<file path="src/rtl/gpio_bank_pkg.sv">
package gpio_bank_pkg;

   localparam int WORD_W = 32;

   localparam logic [7:0] OFS_IN   = 8'h10;
   localparam logic [7:0] OFS_OUT  = 8'h18;
   localparam logic [7:0] OFS_OE   = 8'h20;
   localparam logic [7:0] OFS_STAT = 8'h40;
   localparam logic [7:0] OFS_IEN  = 8'h48;
   localparam logic [7:0] OFS_POL  = 8'h50;
   localparam logic [7:0] OFS_WAKE = 8'h58;

   typedef enum logic [2:0] {
      SEL_NONE, SEL_IN, SEL_OUT, SEL_OE, SEL_STAT, SEL_IEN, SEL_POL, SEL_WAKE
   } reg_sel_e;

   typedef struct packed {
      reg_sel_e sel;
      logic     hi;
   } reg_hit_t;

   // bit 2 picks the word, the remaining bits pick the function
   function automatic reg_hit_t decode_addr(input logic [7:0] a);
      reg_hit_t r;
      r.hi  = a[2];
      r.sel = SEL_NONE;
      if (a[1:0] == 2'b00) begin
         case ({a[7:3], 3'b000})
            OFS_IN:   r.sel = SEL_IN;
            OFS_OUT:  r.sel = SEL_OUT;
            OFS_OE:   r.sel = SEL_OE;
            OFS_STAT: r.sel = SEL_STAT;
            OFS_IEN:  r.sel = SEL_IEN;
            OFS_POL:  r.sel = SEL_POL;
            OFS_WAKE: r.sel = SEL_WAKE;
            default:  r.sel = SEL_NONE;
         endcase
      end
      return r;
   endfunction

   // mask of implemented pins inside word w
   function automatic logic [WORD_W-1:0] word_mask(input int num_pins, input int w);
      int left;
      left = num_pins - w * WORD_W;
      if (left >= WORD_W) return '1;
      if (left <= 0) return '0;
      return (32'h1 << left) - 32'h1;
   endfunction

endpackage

</file>
<file path="src/rtl/gpio_in_sync.sv">
module gpio_in_sync #(
   parameter int N      = 64,
   parameter int STAGES = 2
) (
   input  logic         clk,
   input  logic         rst_n,
   input  logic [N-1:0] raw_i,
   output logic [N-1:0] lvl_o,
   output logic [N-1:0] lvl_prev_o
);

   generate
      if (STAGES < 2) begin : g_bad_stages
         $error("gpio_in_sync: STAGES must be at least 2");
      end
   endgenerate

   logic [N-1:0] stage_q [STAGES];

   generate
      for (genvar s = 0; s < STAGES; s++) begin : g_stage
         if (s == 0) begin : g_first
            always_ff @(posedge clk) begin
               if (!rst_n) stage_q[s] <= '0;
               else        stage_q[s] <= raw_i;
            end
         end else begin : g_next
            always_ff @(posedge clk) begin
               if (!rst_n) stage_q[s] <= '0;
               else        stage_q[s] <= stage_q[s-1];
            end
         end
      end
   endgenerate

   logic [N-1:0] prev_q;

   always_ff @(posedge clk) begin
      if (!rst_n) prev_q <= '0;
      else        prev_q <= stage_q[STAGES-1];
   end

   assign lvl_o      = stage_q[STAGES-1];
   assign lvl_prev_o = prev_q;

endmodule

</file>
<file path="src/rtl/gpio_irq_word.sv">
module gpio_irq_word #(
   parameter int          W          = 32,
   parameter logic [31:0] VALID_MASK = 32'hFFFF_FFFF
) (
   input  logic         clk,
   input  logic         rst_n,
   input  logic [W-1:0] lvl_i,
   input  logic [W-1:0] lvl_prev_i,
   input  logic         wr_stat_i,
   input  logic         wr_ien_i,
   input  logic         wr_pol_i,
   input  logic         wr_wake_i,
   input  logic [W-1:0] wdata_i,
   output logic [W-1:0] status_o,
   output logic [W-1:0] ien_o,
   output logic [W-1:0] pol_o,
   output logic [W-1:0] wake_sel_o,
   output logic         irq_o,
   output logic         wake_o
);

   generate
      if (W != 32) begin : g_bad_width
         $error("gpio_irq_word: W must be 32");
      end
      if (VALID_MASK == 32'h0) begin : g_bad_mask
         $error("gpio_irq_word: word has no pins");
      end
   endgenerate

   localparam logic [W-1:0] VM = VALID_MASK[W-1:0];

   logic [W-1:0] status_q, ien_q, pol_q, wake_q;
   logic [W-1:0] rise, fall, hit, clr;

   assign rise = lvl_i & ~lvl_prev_i;
   assign fall = ~lvl_i & lvl_prev_i;
   assign hit  = ((rise & ~pol_q) | (fall & pol_q)) & VM;
   assign clr  = wr_stat_i ? wdata_i : '0;

   always_ff @(posedge clk) begin
      if (!rst_n) begin
         status_q <= '0;
         ien_q    <= '0;
         pol_q    <= '0;
         wake_q   <= '0;
      end else begin
         status_q <= (status_q & ~clr) | hit;
         if (wr_ien_i)  ien_q  <= wdata_i & VM;
         if (wr_pol_i)  pol_q  <= wdata_i & VM;
         if (wr_wake_i) wake_q <= wdata_i & VM;
      end
   end

   assign status_o   = status_q;
   assign ien_o      = ien_q;
   assign pol_o      = pol_q;
   assign wake_sel_o = wake_q;
   assign irq_o      = |(status_q & ien_q);
   assign wake_o     = |(status_q & wake_q);


   status_clear_chk: assert property (@(posedge clk) disable iff (!rst_n)
      wr_stat_i |=> ((status_q & $past(wdata_i) & ~$past(hit)) == '0))
      else $error("status bit not cleared by write of one");


   edge_wins_chk: assert property (@(posedge clk) disable iff (!rst_n)
      (|hit) |=> ((status_q & $past(hit)) == $past(hit)))
      else $error("detected edge lost");


   no_spurious_set_chk: assert property (@(posedge clk) disable iff (!rst_n)
      ((status_q & ~$past(status_q) & ~$past(hit)) == '0))
      else $error("status bit set without a qualified edge");

endmodule

</file>
<file path="src/rtl/gpio_edge_bank.sv">
module gpio_edge_bank #(
   parameter int NUM_PINS    = 64,
   parameter int SYNC_STAGES = 2
) (
   input  logic                clk,
   input  logic                rst_n,
   input  logic                bus_sel,
   input  logic                bus_wr,
   input  logic [7:0]          bus_addr,
   input  logic [31:0]         bus_wdata,
   output logic [31:0]         bus_rdata,
   output logic                bus_rvalid,
   input  logic [NUM_PINS-1:0] pin_in,
   output logic [NUM_PINS-1:0] pin_out,
   output logic [NUM_PINS-1:0] pin_oe,
   output logic                irq,
   output logic                wake
);
   import gpio_bank_pkg::*;

   localparam int NW   = (NUM_PINS + WORD_W - 1) / WORD_W;
   localparam int PADW = NW * WORD_W;

   generate
      if (NUM_PINS < 1 || NUM_PINS > 64) begin : g_bad_pins
         $error("gpio_edge_bank: NUM_PINS must lie in 1..64");
      end
   endgenerate

   // synchronized pin levels
   logic [NUM_PINS-1:0] lvl, lvl_prev;

   gpio_in_sync #(.N(NUM_PINS), .STAGES(SYNC_STAGES)) u_sync (
      .clk        (clk),
      .rst_n      (rst_n),
      .raw_i      (pin_in),
      .lvl_o      (lvl),
      .lvl_prev_o (lvl_prev)
   );

   logic [NW-1:0][WORD_W-1:0] lvl_pad, prev_pad;
   assign lvl_pad  = PADW'(lvl);
   assign prev_pad = PADW'(lvl_prev);

   // register port decode
   reg_hit_t acc;
   logic     wr_go, rd_go;
   assign acc   = decode_addr(bus_addr);
   assign wr_go = bus_sel & bus_wr;
   assign rd_go = bus_sel & ~bus_wr;

   // output level and enable registers
   logic [NW-1:0][WORD_W-1:0] out_q, oe_q;

   always_ff @(posedge clk) begin
      if (!rst_n) begin
         out_q <= '0;
         oe_q  <= '0;
      end else if (wr_go) begin
         for (int w = 0; w < NW; w++) begin
            if (acc.hi == 1'(w)) begin
               if (acc.sel == SEL_OUT) out_q[w] <= bus_wdata & word_mask(NUM_PINS, w);
               if (acc.sel == SEL_OE)  oe_q[w]  <= bus_wdata & word_mask(NUM_PINS, w);
            end
         end
      end
   end

   assign pin_out = NUM_PINS'(out_q);
   assign pin_oe  = NUM_PINS'(oe_q);

   // interrupt words
   logic [WORD_W-1:0] stat_w [NW];
   logic [WORD_W-1:0] ien_w  [NW];
   logic [WORD_W-1:0] pol_w  [NW];
   logic [WORD_W-1:0] wsel_w [NW];
   logic              irq_w  [NW];
   logic              wake_w [NW];

   generate
      for (genvar w = 0; w < NW; w++) begin : g_word
         logic here;
         assign here = wr_go && (acc.hi == 1'(w));

         gpio_irq_word #(
            .W          (WORD_W),
            .VALID_MASK (word_mask(NUM_PINS, w))
         ) u_word (
            .clk        (clk),
            .rst_n      (rst_n),
            .lvl_i      (lvl_pad[w]),
            .lvl_prev_i (prev_pad[w]),
            .wr_stat_i  (here && acc.sel == SEL_STAT),
            .wr_ien_i   (here && acc.sel == SEL_IEN),
            .wr_pol_i   (here && acc.sel == SEL_POL),
            .wr_wake_i  (here && acc.sel == SEL_WAKE),
            .wdata_i    (bus_wdata),
            .status_o   (stat_w[w]),
            .ien_o      (ien_w[w]),
            .pol_o      (pol_w[w]),
            .wake_sel_o (wsel_w[w]),
            .irq_o      (irq_w[w]),
            .wake_o     (wake_w[w])
         );
      end
   endgenerate

   always_comb begin
      irq  = 1'b0;
      wake = 1'b0;
      for (int w = 0; w < NW; w++) begin
         irq  = irq  | irq_w[w];
         wake = wake | wake_w[w];
      end
   end

   // read path, one register stage
   logic [WORD_W-1:0] rd_next;

   always_comb begin
      rd_next = '0;
      for (int w = 0; w < NW; w++) begin
         if (acc.hi == 1'(w)) begin
            case (acc.sel)
               SEL_IN:   rd_next = lvl_pad[w];
               SEL_OUT:  rd_next = out_q[w];
               SEL_OE:   rd_next = oe_q[w];
               SEL_STAT: rd_next = stat_w[w];
               SEL_IEN:  rd_next = ien_w[w];
               SEL_POL:  rd_next = pol_w[w];
               SEL_WAKE: rd_next = wsel_w[w];
               default:  rd_next = '0;
            endcase
         end
      end
   end

   always_ff @(posedge clk) begin
      if (!rst_n) begin
         bus_rdata  <= '0;
         bus_rvalid <= 1'b0;
      end else begin
         bus_rvalid <= rd_go;
         if (rd_go) bus_rdata <= rd_next;
      end
   end


   rd_valid_chk: assert property (@(posedge clk) disable iff (!rst_n)
      (bus_sel && !bus_wr) |=> bus_rvalid)
      else $error("read request without data valid");


   rd_only_chk: assert property (@(posedge clk) disable iff (!rst_n)
      bus_rvalid |-> $past(bus_sel && !bus_wr))
      else $error("data valid without read request");


   out_hold_chk: assert property (@(posedge clk) disable iff (!rst_n)
      !(bus_sel && bus_wr) |=> ($stable(pin_out) && $stable(pin_oe)))
      else $error("pin drive changed without a write");

endmodule

</file>
<file path="config.mk">
export PLATFORM = sky130hd
export DESIGN_NAME = gpio_edge_bank
export DESIGN_NICKNAME = d
export VERILOG_FILES = /design/src/rtl/gpio_bank_pkg.sv /design/src/rtl/gpio_in_sync.sv /design/src/rtl/gpio_irq_word.sv /design/src/rtl/gpio_edge_bank.sv
export SDC_FILE = /design/constraint.sdc
export NUM_CORES = 1
export LEC_CHECK = 0
export CAP_MARGIN = 25
export CELL_PAD_IN_SITES_DETAIL_PLACEMENT = 0
export CELL_PAD_IN_SITES_GLOBAL_PLACEMENT = 1
export CORE_ASPECT_RATIO = 0.8
export CORE_MARGIN = 4
export CORE_UTILIZATION = 48
export CTS_CLUSTER_SIZE = 24
export DETAILED_ROUTE_END_ITERATION = 6
export PLACE_DENSITY_LB_ADDON = 0.1
export SYNTH_ARGS = -nofsm -noshare
export SYNTH_HDL_FRONTEND = slang
export SYNTH_HIERARCHICAL = 1
export SYNTH_SLANG_ARGS = --single-unit
</file>
<file path="constraint.sdc">
create_clock -name clk -period 5.3 [get_ports clk]
set_input_delay 1.59 -clock clk [delete_from_list [all_inputs] [get_ports clk]]
set_output_delay 1.59 -clock clk [all_outputs]
set_load 0.02 [all_outputs]
</file>
==> summary.md, run 1 <==
| Metric | Value |
|---|---|
| Max Buffers Root-to-Sink | `3` |
| GRT Util Overall | `0.293` |
| Area contributors post-synth | `dfxtp_1 (48%), mux2i_1 (9.3%), mux4_2 (5.6%), nand2_1 (5.2%), and2_1 (4.7%)` |
| Vias per cell | `5.90` |
| Placed insts | `3365` |
| Slew HR | `0.370` |
| Sw power | `2.19 mW` |
| Top-count cell post-synth | `dfxtp_1` |
| Ys Warns | `6` |
| Power Total | `9.54 mW` |
| Period Utilization, post-route | `0.879` |
| RePlAce Congestion | `0.868` |
| Layout Skew | `0.0207 ns` |
| Cts bufs inserted | `61` |
| H-tree depth | `2` |
| Clk slew on worst S/H paths | `0.06 ns` |
| CTS tree | `done` |
| WHS | `0.430 ns` |
| Final hold vios | `0` |
| Chip width | `266 um` |
| Setup Buffers After CTS | `0` |
| CP endpoint kind | `primary output` |
| DR WL/cell | `24.9 um` |
| Avg Inst Size Synth | `10.1 sq um` |
| Iter 0 DRT Violations | `2170` |
| Maxcap violations | `0` |
| Min Clock Period, post-route | `4.66 ns` |
| Sequential area share after synthesis | `0.477` |
| Antenna violations before repair | `0` |
| Vias after detailed routing | `20500` |
| PwrDens | `312 mW/mm^2` |
| CTS root buf | `clkbuf_16` |
| DP Wirelength | `57900 um` |
| CP max-delay cell | `or4_1` |
| Layout Cells excl Fill | `3471` |
| DRC | `0` |
| Flop pwr share | `0.498` |
| Worst slew pin tran | `0.945 ns` |
| CTS Hold Bufs | `0` |
| Dpl ws | `0.720 ns` |
| Critical Path Start | `g_word[0].u_word/status_o[16]` |
| Int Power | `7.35 mW` |
| Fraction of layout cells with a size suffix above 1 | `0.0929` |
| Design area | `0.0305 sq mm` |
| First-pass GRT wire length | `128000 um` |
| Core Util, Final | `0.581` |
| GRT Residual Overflow | `0` |
| Die Ht | `214 um` |
| Fin. max-slew vios | `0` |
| Initial core utilization | `0.486` |
| CP peak stage delay | `0.62 ns` |
| Clk pwr share | `0.446` |
| Clock sinks | `609` |
| FF+latch count, synth | `609` |
| Largest net degree at the start of global routing | `190` |
| Ys async rst share | `0` |
| CP startpoint kind | `flip-flop` |
| VDD IR max | `0.235 mV` |
| Worst hold start | `u_sync/stage_q[0][31]` |
| Final ANT Viol Nets | `0` |
| Area of the core | `0.0526 sq mm` |
| Port bufs | `270` |
| Comb power frac | `0.057` |
| Arr. time, crit path | `3.07 ns` |
| Final setup violation count | `0` |
| CP cell instances | `a22oi_1 -> nand4_1 -> or4_1 -> or2_2 -> clkdlybuf4s50_1` |
| Nets | `2843` |
| Synth Cell Area | `0.0256 sq mm` |
| Required @ worst endpoint | `3.71 ns` |
| Final WL | `86500 um` |
| Clock latency on the worst-skew pair | `0.63 ns` |
| Setup TNS | `0 ns` |
| Yosys top cell by area | `dfxtp_1` |
| Post-Syn Instances | `2542` |
| R2R Path Start | `pin_out[5]` |
| Num rows | `75` |
| Synth top cells by count | `dfxtp_1 (609), nand2_1 (357), mux2i_1 (238)` |
| Worst min path class | `flip-flop to flip-flop` |
| # resized after CTS | `0` |
| Post-synth top area share | `0.477` |
| Setup ws final | `0.643 ns` |
| Post-synth EDFFs | `0` |
| Max Fclk | `215 MHz` |
| Die Area | `0.0570 sq mm` |
| Main synth FF type | `dfxtp_1` |
| Lkg Pwr | `10.0 nW` |
| Switch share | `0.230` |
| Vias in the first global route | `19900` |
| Status | `complete, no violations` |
| Area post-placement | `0.0286 sq mm` |
| Drt first pass iters | `5` |
| Yosys cell types | `49` |
| Unrepaired setup endpoints after global routing | `no` |
| Layout area overhead | `19.5%` |
| Syn_nets | `2650` |
| IO Count | `271` |
| CP Class | `flip-flop to primary output` |
| Crit-path max FO | `4` |
## state kept, by name, summed over array words and instances (netlist names)
signal	flops
g_word.u_word/pol_o	64
pin_oe	64
g_word.u_word/status_o	64
g_word.u_word/ien_o	64
bus_rdata	32
pin_out	64
u_sync/lvl_prev_o	64
g_word.u_word/wake_sel_o	64
u_sync/stage_q	128
bus_rvalid	1
## layer usage
layer | up-vias | GRT usage | routed length [um]
met3 | 115 | 0.0662 | 8600
met2 | 951 | 0.431 | 36900
met5 | - | 0 | 0
met1 | 10100 | 0.434 | 38800
li1 | 9309 | - | -
met4 | 0 | 0.0805 | 2170
## cells in the final DEF, fill, tap and decap left out, drive strengths merged
master and n:
a22oi 128, clkinv 8, nor2 71, and3 3, nand3b 65, inv 28
nand3 4, o211ai 2, dfxtp 609, or4 6, or2 4, and2 193
diode 1, nor4 2, a221o 11, a21oi 166, a221oi 28, clkbuf 95
or4b 1, o221ai 25, o31ai 30, o21ai 6, or3 1, buf 42
nor3 7, or3b 1, nor3b 1, nor2b 193, clkdlybuf4s50 266, nand2 357
mux2 18, mux4 64, bufinv 1, and4 2, nand2b 1, a21boi 69
nand4 17, mux2i 238, o21bai 14
## worst paths after layout
check | to | slack, ns | depth (start not counted)
hold reg to reg | u_sync/stage_q[1][31] | 0.43 | 1
hold / removal | u_sync/stage_q[1][31] | 0.43 | 1
setup reg to reg | bus_rdata[5] | 3.31 | 4
setup / recovery | wake | 0.64 | 5
## logic make-up (layout without fill, tap and decap cells)
family | after synthesis | in the layout | synth area share
AOI/OAI and AO/OA | 479 | 479 | 0.132
buffers and inverters | 205 | 440 | 0.0423
DFF | 609 | 609 | 0.477
muxes | 320 | 320 | 0.158
other | 0 | 1 | 0
and+or+nand+nor | 929 | 929 | 0.191
## worst max-delay path: cells and delay by family (launching register included)
kind | cells | cell delay (ns)
AO/OA/AOI/OAI | 1 | 0.40
buffers and inverters | 1 | 0.55
flip-flops | 1 | 0.36
AND/OR/NAND/NOR | 3 | 1.13
## final cells by class
type	instances	area [sq um]
antenna	1	2.50
sequential	609	12200
fill	4509	22000
timing repair buffer	308	3070
clock buffer	95	1870
multi-input combinational	1728	12400
clock inverter	10	78.8
inverter	27	104
tap	693	867
## power by group through the flow
stage	clock, mW	combinational (mW)	sequential [mW]
3_3_place_gp	0	0.534	4.84
4_1_cts	4.31	0.543	4.74
6_report	4.25	0.542	4.75
3_5_place_dp	0	0.541	4.84
5_1_grt	4.49	0.578	4.75
2_1_floorplan	0	0.312	4.81
No activity file was read; power rests on OpenSTA's default activity.
==> inputs of run 2 (changes only) <==
--- a/config.mk
+++ b/config.mk
@@ -11,9 +11,11 @@
 export CORE_ASPECT_RATIO = 0.8
 export CORE_MARGIN = 4
 export CORE_UTILIZATION = 48
+export CTS_BUF_LIST = sky130_fd_sc_hd__clkbuf_8 sky130_fd_sc_hd__clkbuf_16
 export CTS_CLUSTER_SIZE = 24
 export DETAILED_ROUTE_END_ITERATION = 6
 export PLACE_DENSITY_LB_ADDON = 0.1
+export RECOVER_POWER = 50
 export SYNTH_ARGS = -nofsm -noshare
 export SYNTH_HDL_FRONTEND = slang
 export SYNTH_HIERARCHICAL = 1
==> run 2 against run 1 <==
Effect of this change: the flow now finishes with violations (capacitance limit, slew limit); register-to-register slack better by 0.03 ns; die area is the same; cell area is 0.22% lower; critical path type is now input pin to flip-flop; critical endpoint is now pin_out[47]; largest cell class unchanged.
==> summary.md, run 2 (synthesis gave the netlist of run 1 again) <==
| Metric | Value |
|---|---|
| Largest net degree at the start of global routing | `190 (unchanged)` |
| Antenna violations before repair | `0 (unchanged)` |
| Initial core utilization | `0.486 (unchanged)` |
| Worst path bufs/invs | `3 (+2)` |
| Setup ws final | `0.462 ns (-0.181 ns)` |
| FF-to-FF setup slack | `3.34 ns (+0.03 ns)` |
| Nets | `2843 (unchanged)` |
| First-pass GRT wire length | `128000 um (unchanged)` |
| Min Clock Period, post-route | `4.84 ns (+0.181 ns)` |
| DRC | `0 (unchanged)` |
| # resized after CTS | `0 (unchanged)` |
| Layout Cells excl Fill | `3470 (-0.029%)` |
| Period Utilization, post-route | `0.913 (+0.0341)` |
| IO Count | `271 (unchanged)` |
| WHS | `0.432 ns (+0.00193 ns)` |
| Max Buffers Root-to-Sink | `3 (unchanged)` |
| Largest Register | `u_sync/stage_q` |
| VDD IR max | `0.237 mV (+0.73%)` |
| Worst Hold Endpoint | `u_sync/stage_q[1][31]` |
| Num rows | `75 (unchanged)` |
| Clock latency on the worst-skew pair | `0.63 ns (about the same)` |
| Crit-path leading delay family | `buffers and inverters` |
| Final ANT Viol Nets | `0 (unchanged)` |
| Setup Buffers After CTS | `0 (unchanged)` |
| Unrepaired setup endpoints after global routing | `no` |
| Met1 wire length | `39100 um (+0.92%)` |
| Dpl ws | `0.720 ns (unchanged)` |
| Area post-placement | `0.0286 sq mm (unchanged)` |
| PwrDens | `312 mW/mm^2 (about the same)` |
| Arr. time, crit path | `5.39 ns (+2.32 ns)` |
| DR WL/cell | `25.0 um (+0.42%)` |
| CP peak stage delay | `1.64 ns (+1.02 ns)` |
| Setup TNS | `0 ns (unchanged)` |
| Clock sinks | `609 (unchanged)` |
| RR Endpoint | `bus_rdata[5]` |
| Final hold vios | `0 (unchanged)` |
| Iter 0 DRT Violations | `2029 (-6.5%)` |
| Vias per cell | `5.92 (+0.34%)` |
| Design area | `0.0305 sq mm (-0.22%)` |
| Layout Skew | `0.0203 ns (-0.000431 ns)` |
| Met2 WL post-DR | `37100 um (+0.38%)` |
| Clk slew on worst S/H paths | `0.06 ns (about the same)` |
| Maxcap violations | `6 (+6)` |
| Status | `finished with violations` |
| CTS Hold Bufs | `0 (unchanged)` |
| Required @ worst endpoint | `5.85 ns (+2.14 ns)` |
| Port bufs | `270 (unchanged)` |
| Worst slew pin tran | `3.14 ns (+2.20 ns)` |
| R2R Path Start | `pin_out[5]` |
| Slew HR | `-1.10 (-1.47)` |
| Crit-path max FO | `32 (+28)` |
| CP startpoint kind | `input pin` |
| Vias after detailed routing | `20500 (+0.31%)` |
| CP Class | `input pin to flip-flop` |
| Max Fclk | `207 MHz (-3.7%)` |
| GRT Residual Overflow | `0 (unchanged)` |
| RePlAce Congestion | `0.868 (unchanged)` |
| Worst hold start | `u_sync/stage_q[0][31]` |
| Max reg flops | `128 (unchanged)` |
| Met3 Wirelength | `8420 um (-2.1%)` |
| Drt first pass iters | `5 (unchanged)` |
| Final WL | `86800 um (+0.39%)` |
| H-tree depth | `2 (unchanged)` |
| ANT cells | `0 (-1)` |
| Critical Path Start | `bus_addr[7]` |
| Hold Path Stages | `1 (unchanged)` |
| Cells on worst reg2reg path | `4 (unchanged)` |
| Most frequent cells in the layout | `dfxtp_1 (609), nand2_1 (357), mux2i_1 (238), nor2b_1 (193), a21oi_1 (166)` |
| Fraction of layout cells with a size suffix above 1 | `0.0900 (-0.00288)` |
| Final setup violation count | `0 (unchanged)` |
| Worst min path class | `flip-flop to flip-flop` |
| CP cell instances | `dlygate4sd3_1 -> nor3_1 -> nand3b_1 -> clkbuf_2 -> or4_1 -> clkbuf_1 -> nand2_1 -> a21oi_1` |
| Power Total | `9.52 mW (-0.21%)` |
| Chip width | `266 um (unchanged)` |
| CTS tree | `done` |
| Layout area overhead | `19.2%` |
| Commonest non-fill, non-tap cell in the layout | `dfxtp_1` |
| Die Area | `0.0570 sq mm (unchanged)` |
| Die Ht | `214 um (unchanged)` |
| CP endpoint kind | `flip-flop` |
| Fill cell count | `4524 (+0.33%)` |
| Cts bufs inserted | `61 (unchanged)` |
| Placed insts | `3365 (unchanged)` |
| Vias in the first global route | `19900 (unchanged)` |
| CTS root buf | `clkbuf_16` |
| Core Util, Final | `0.580 (-0.00129)` |
| Violated checks | `capacitance limit, slew limit` |
| Fin. max-slew vios | `474 (+474)` |
| Highest routed layer | `met4` |
| CP max-delay cell | `clkbuf_1` |
| Area of the core | `0.0526 sq mm (unchanged)` |
| Lkg Pwr | `10.4 nW (+4.3%)` |
| GRT Util Overall | `0.293 (unchanged)` |
| DP Wirelength | `57900 um (unchanged)` |
run 2: report_power, final:
part           switching [mW]  total [mW]  internal [mW]  leakage [nW]
Sequential             0.0797        4.75           4.67          4.95
Combinational           0.299       0.544          0.245          4.45
Clock                    1.82        4.23           2.41          1.03
run 2: cell type report:
type	instances	area, sq um	area share
clock buffers	80	1810	0.0594
well taps	693	867	0.0285
repair buffers	308	3040	0.0997
inverters	27	104	0.00341
multi-input cells	1728	12300	0.405
clock inverters	25	135	0.00443
flip-flops and latches	609	12200	0.400
run 2: worst max-delay path by stage:
| stage | slack, ns | end | cells past startpoint |
|---|---|---|---|
| after floorplan | 1.63 | g_word[0].u_word/wake_sel_o[10] | 10 |
| after global placement | 0.83 | g_word[0].u_word/status_o[7] | 8 |
| after detailed placement | 0.72 | g_word[0].u_word/status_o[19] | 8 |
| after CTS | 0.57 | wake | 5 |
| after global routing | 0.34 | pin_out[45] | 8 |
| final | 0.46 | pin_out[47] | 8 |
run 2: per-layer routing:
metal / global-route usage / vias to the layer above
li1: - / 9305
met4: 0.0805 / 0
met5: 0 / -
met1: 0.434 / 10200
met3: 0.0662 / 120
met2: 0.431 / 960
run 2: worst register-to-register path, cell delays in order, from the launching register on:
cell and delay [ns]:
dfxtp_1 0.36, mux4_2 0.48, a221oi_1 0.64, a21boi_1 0.26
o31ai_1 0.09
